## config.mk

```make
export PLATFORM = sky130hd
export DESIGN_NAME = gpio_port
export DESIGN_NICKNAME = d
export VERILOG_FILES = /design/src/rtl/gpio_port_pkg.sv /design/src/rtl/gpio_ctrl_regs.sv /design/src/rtl/gpio_pad_ctl.sv /design/src/rtl/gpio_in_sync.sv /design/src/rtl/gpio_port.sv
export SDC_FILE = /design/constraint.sdc
export NUM_CORES = 1
export LEC_CHECK = 0
export BUFFER_PORTS_ARGS = -buffer_cell sky130_fd_sc_hd__buf_2
export CAP_MARGIN = 20
export CORE_AREA = 2 2 54 69
export DETAILED_ROUTE_END_ITERATION = 8
export DIE_AREA = 0 0 56 71
export PLACE_DENSITY_LB_ADDON = 0.2
export SLEW_MARGIN = 20
export SYNTH_ARGS = -nofsm -noshare
export SYNTH_HDL_FRONTEND = slang
export SYNTH_SLANG_ARGS = --single-unit
```

## constraint.sdc

```tcl
create_clock -name clk -period 0.8 [get_ports clk]
set_input_delay 0.04 -clock clk [delete_from_list [all_inputs] [get_ports clk]]
set_output_delay 0.04 -clock clk [all_outputs]
set_load 0.01 [all_outputs]
```

## src/rtl/gpio_port_pkg.sv

```systemverilog
`timescale 1ns/1ps
package gpio_port_pkg;
  // Register view selector; the encoding is visible to software.
  typedef enum logic [1:0] {
    GP_A_PIN  = 2'd0,
    GP_A_DIR  = 2'd1,
    GP_A_DATA = 2'd2,
    GP_A_NONE = 2'd3
  } gp_addr_e;
endpackage

```

## src/rtl/gpio_ctrl_regs.sv

```systemverilog
`timescale 1ns/1ps
module gpio_ctrl_regs
  import gpio_port_pkg::*;
#(
  parameter int W = 8
) (
  input  logic         clk,
  input  logic         rst,
  input  logic         wr_en,
  input  logic [1:0]   addr,
  input  logic [W-1:0] wr_data,
  output logic [W-1:0] dir_q,
  output logic [W-1:0] data_q
);
  logic wr_dir, wr_data_sel;

  always_comb begin
    wr_dir      = wr_en && (addr == GP_A_DIR);
    wr_data_sel = wr_en && (addr == GP_A_DATA);
  end

  always_ff @(posedge clk) begin
    if (rst) begin
      dir_q  <= '0;
      data_q <= '0;
    end else begin
      if (wr_dir)      dir_q  <= wr_data;
      if (wr_data_sel) data_q <= wr_data;
    end
  end

  AST_RESET_CLEARS: assert property (@(posedge clk)
    rst |=> (dir_q == '0 && data_q == '0));
  AST_DIR_WRITE: assert property (@(posedge clk) disable iff (rst)
    (wr_en && addr == GP_A_DIR) |=> dir_q == $past(wr_data));
  AST_DATA_WRITE: assert property (@(posedge clk) disable iff (rst)
    (wr_en && addr == GP_A_DATA) |=> data_q == $past(wr_data));
  AST_DIR_HOLD: assert property (@(posedge clk) disable iff (rst)
    !(wr_en && addr == GP_A_DIR) |=> $stable(dir_q));
  AST_DATA_HOLD: assert property (@(posedge clk) disable iff (rst)
    !(wr_en && addr == GP_A_DATA) |=> $stable(data_q));
endmodule

```

## src/rtl/gpio_pad_ctl.sv

```systemverilog
`timescale 1ns/1ps
module gpio_pad_ctl #(
  parameter int W = 8
) (
  input  logic [W-1:0] dir_q,
  input  logic [W-1:0] data_q,
  output logic [W-1:0] pad_out,
  output logic [W-1:0] pad_oe,
  output logic [W-1:0] pad_pu
);
  for (genvar i = 0; i < W; i++) begin : g_bit
    always_comb begin
      pad_oe[i]  = dir_q[i];
      pad_out[i] = data_q[i];
      pad_pu[i]  = ~dir_q[i] & data_q[i];
    end
  end

  always_comb begin
    AST_PU_NOT_DRIVEN: assert ((pad_pu & pad_oe) == '0);
  end
endmodule

```

## src/rtl/gpio_in_sync.sv

```systemverilog
`timescale 1ns/1ps
module gpio_in_sync #(
  parameter int W = 8
) (
  input  logic         clk,
  input  logic         rst,
  input  logic [W-1:0] pad_in,
  output logic [W-1:0] pin_q
);
  // Stage one: the value a clock-high-transparent latch holds once it
  // closes, taken at the falling edge.
  logic [W-1:0] hold_q;

  always_ff @(negedge clk) begin
    if (rst) hold_q <= '0;
    else     hold_q <= pad_in;
  end

  // Stage two: load the held level at the rising edge.
  always_ff @(posedge clk) begin
    if (rst) pin_q <= '0;
    else     pin_q <= hold_q;
  end

  AST_HOLD_CAPTURE: assert property (@(negedge clk) disable iff (rst)
    !rst |=> hold_q == $past(pad_in));
  AST_PIN_FOLLOWS_HOLD: assert property (@(posedge clk) disable iff (rst)
    $stable(hold_q) |=> pin_q == $past(hold_q));
endmodule

```

## src/rtl/gpio_port.sv

```systemverilog
`timescale 1ns/1ps
module gpio_port
  import gpio_port_pkg::*;
#(
  parameter int W = 8
) (
  input  logic         clk,
  input  logic         rst,
  input  logic         wr_en,
  input  logic [1:0]   addr,
  input  logic [W-1:0] wr_data,
  output logic [W-1:0] rd_data,
  input  logic [W-1:0] pad_in,
  output logic [W-1:0] pad_out,
  output logic [W-1:0] pad_oe,
  output logic [W-1:0] pad_pu
);
  logic [W-1:0] dir_q, data_q, pin_q;

  gpio_ctrl_regs #(.W(W)) u_regs (
    .clk(clk), .rst(rst), .wr_en(wr_en), .addr(addr), .wr_data(wr_data),
    .dir_q(dir_q), .data_q(data_q)
  );

  gpio_pad_ctl #(.W(W)) u_pad (
    .dir_q(dir_q), .data_q(data_q),
    .pad_out(pad_out), .pad_oe(pad_oe), .pad_pu(pad_pu)
  );

  gpio_in_sync #(.W(W)) u_sync (
    .clk(clk), .rst(rst), .pad_in(pad_in), .pin_q(pin_q)
  );

  always_comb begin
    case (addr)
      GP_A_PIN:  rd_data = pin_q;
      GP_A_DIR:  rd_data = dir_q;
      GP_A_DATA: rd_data = data_q;
      default:   rd_data = '0;
    endcase
  end

  AST_OE_AFTER_DIR_WRITE: assert property (@(posedge clk) disable iff (rst)
    (wr_en && addr == GP_A_DIR) |=> pad_oe == $past(wr_data));
endmodule

```

==> flow_summary_export.csv <==
group,metric,value,unit
timing,finalClockSkew,0.0577,ns
placement,place_congestion,0.777,
routing,viasPerCell,4.64,
setup_path,cp_data_arrival_time,1.01,ns
synth,synth_area_per_cell,10.7,um^2
synth,synth_cell_type_count,14,
cells_and_area,postLayoutCoreUtil,0.622,
placement,place_inst,223,
grt,grt_max_degree,17,
grt,grt_usage,0.173,
power_and_ir_drop,power_density,1970,nW/um^2
outcome,outcome,"complete, but fails checks",
clocking,clock_latency,0.34,ns
floorplan,die_height,71,um
synth,yosysSeqAreaShare,0.476,
routing,vias,1128,
cells_and_area,drive_gt1_frac,0.495,
synth,synth_commonest_cells,"32 x dfxtp_1, 24 x mux2i_1, 24 x nand2b_1, 24 x nor2b_1, 8 x o2bb2ai_1",
cells_and_area,nNetsFinal,224,
synth,synth-seq-cells,32,
synth,synth_top_flop_cell,"dfxtp_1",
setup_path,cp-end-kind,"output pin",
cells_and_area,diodes,0,
synth,synth_edf_count,0,
clocking,cts_max_level,2,
timing,fmax,0.953,GHz
setup_path,critical-path-max-stage-delay,0.33,ns
timing,hold_ws,0.0298,ns
grt,grt_pass1_wl,5.28,mm
placement,io_buffer_count,52,
power_and_ir_drop,internal-power,3220,uW
floorplan,rows,24,
timing,setup_slack,-0.250,ns
clocking,clock-root-buffer,"clkbuf_8",
floorplan,die_x,56,um
cells_and_area,syn2layout_area_growth,55.4,%
grt,globalRouteOverflowTotal,0,
floorplan,pin_count,53,
setup_path,critPathKind,"reg2out",
grt,grt_pass1_vias,1156,
routing,dr_wl_met3,163,um
clocking,cts_made_buffers,5,
routing,drtAntennaViolNets,0,
outcome,violations,"negative setup slack",
setup_path,regToRegSetupSlack,-0.16,ns
routing,drc,0,
routing,first_pass_iters,4,
timing,slew_headroom,0.814,
placement,dp_hpwl,2.38,mm
timing,grt_setup_unrepaired,"true",
grt,antenna_found_initial,0,
routing,drt_iter0_drc,8,
min_path,hold_path.class,"in2reg",
power_and_ir_drop,power,4120,uW
synth,synth_most_common_cell,"dfxtp_1",
synth,async_flop_share,0,
setup_path,path_cells,"mux2i_1 > o2bb2ai_1 > buf_2",
floorplan,start_util,0.400,
timing,period_minus_slack,1.05,ns
synth,yosys-top-cells-area,"dfxtp_1 48%, mux2i_1 18%, nand2b_1 11%",
synth,synth_top_area_share,0.476,
synth,synth_nets,147,
run,max_cap_violations,0,
cells_and_area,stdcell_count,243,
timing,finalSetupViolations,31,
timing,finalCritPeriodShare,1.31,
floorplan,die_area,3980,um^2
timing,drv_slew,0,
routing,top_layer,"met4",
timing,worst_pin_slew,0.277,ns
power_and_ir_drop,switchingPower,906,uW
clocking,cts_sinks,32,
synth,synth_area_leader_cell,"dfxtp_1",
power_and_ir_drop,p_comb_frac,0.111,
clocking,cts_tree,"built",
synth,syn_area,1350,um^2
power_and_ir_drop,clockPowerShare,0.478,
clocking,cts.path.max_buffers,2,
routing,m1WireLength,1.27,mm
clocking,path_clk_slew,0.07,ns
routing,routed_wl,3.28,mm
power_and_ir_drop,vdd_drop_max,1.85,mV
timing,hold_viol_final,0,
power_and_ir_drop,switching_share,0.220,
setup_path,cp.required,0.76,ns
setup_path,crit_fanout,2,
synth,yosysWarningCount,0,
routing,met2_length,1.77,mm
synth,synthCells,126,
routing,wl_per_cell,13.5,um
setup_path,crit_slowest_cell,"dfxtp_2",
clocking,cts_hold_buf,0,
power_and_ir_drop,leakage,0.00103,uW
floorplan,core,3360,um^2
setup_path,cp-start-kind,"flop",
placement,place_ws,-0.114,ns
power_and_ir_drop,seqPwrFrac,0.411,
==> cells in the final DEF (no fill, tap or decap) <==
cell type,instances
nor2b_1,23
nor2b_4,1
nand2b_4,1
dfxtp_1,15
and3b_2,2
dfxtp_4,5
buf_4,11
buf_6,24
bufinv_16,2
and2b_2,1
o2bb2ai_1,8
buf_2,36
nand3b_1,1
nand2b_1,23
dfxtp_2,12
inv_1,8
clkbuf_1,1
nand3b_2,1
clkbuf_8,5
mux2i_1,24
==> path summary, 6_finish.rpt <==
kind / start / end / cells after the start
setup / recovery: u_regs.dir_q[5] / rd_data[5] / 3
setup reg to reg: u_sync.hold_q[4] / u_sync.pin_q[4] / 1
hold / removal: wr_data[0] / u_regs.data_q[0] / 3
hold reg to reg: u_regs.data_q[6] / u_regs.data_q[6] / 2
==> layer usage <==
| metal | track usage | vias up |
|---|---|---|
| met2 | 0.319 | 36 |
| met1 | 0.178 | 517 |
| li1 | - | 568 |
| met3 | 0.0457 | 7 |
| met4 | 0.0873 | 0 |
| met5 | 0 | - |
==> layout make-up <==
cell class                 instances  area, um^2
fill                             313        1270
clock inverter                    10        90.1
timing repair buffer              71         533
tap                               39        48.8
multi-input combinational         85         673
sequential                        32         674
clock buffer                       6        72.6
==> critical path, delay by kind of cell (launching register included) <==
family / cells / cell delay, ns
buf+inv: 1 / 0.16
compound gates: 1 / 0.16
flops: 1 / 0.33
mux: 1 / 0.08
==> through the flow <==
stage	TNS [ns]	cell area, um^2
6_report	-5.08	2090
5_1_grt	-6.55	2090
4_1_cts	-5.39	2020
3_5_place_dp	-1.76	1720
3_3_place_gp	-1.16	1720
2_1_floorplan	-0.795	1350
==> cell families (layout without fill, tap and decap cells) <==
logic type,Yosys count,in the layout,share of synthesized area
DFF,32,32,0.476
AOI/OAI and AO/OA,8,8,0.0520
and+or+nand+nor,53,53,0.258
muxes,24,24,0.178
buffers and inverters,9,87,0.0353
==> power groups by stage <==
stage	logic, uW	clock network (uW)	registers [uW]
3_3_place_gp	385	69.4	1720
3_5_place_dp	397	69.4	1730
2_1_floorplan	208	69.4	1740
5_1_grt	496	2120	1700
4_1_cts	440	2040	1700
6_report	457	1970	1690
==> what timing repair did <==
item / CTS / global route
buffers inserted: 2 / 5
endpoints found under the setup margin: 40 / 41
pin swaps: 8 / 0
gates cloned: 0 / 0
resized for setup: 38 / 13
==> flip-flops by register name, summed over array words and instances, names as in the netlist <==
register,flops
u_regs.data_q,8
u_regs.dir_q,8
u_sync.hold_q,8
u_sync.pin_q,8
Note: power is estimated with default switching activity, not from simulation.
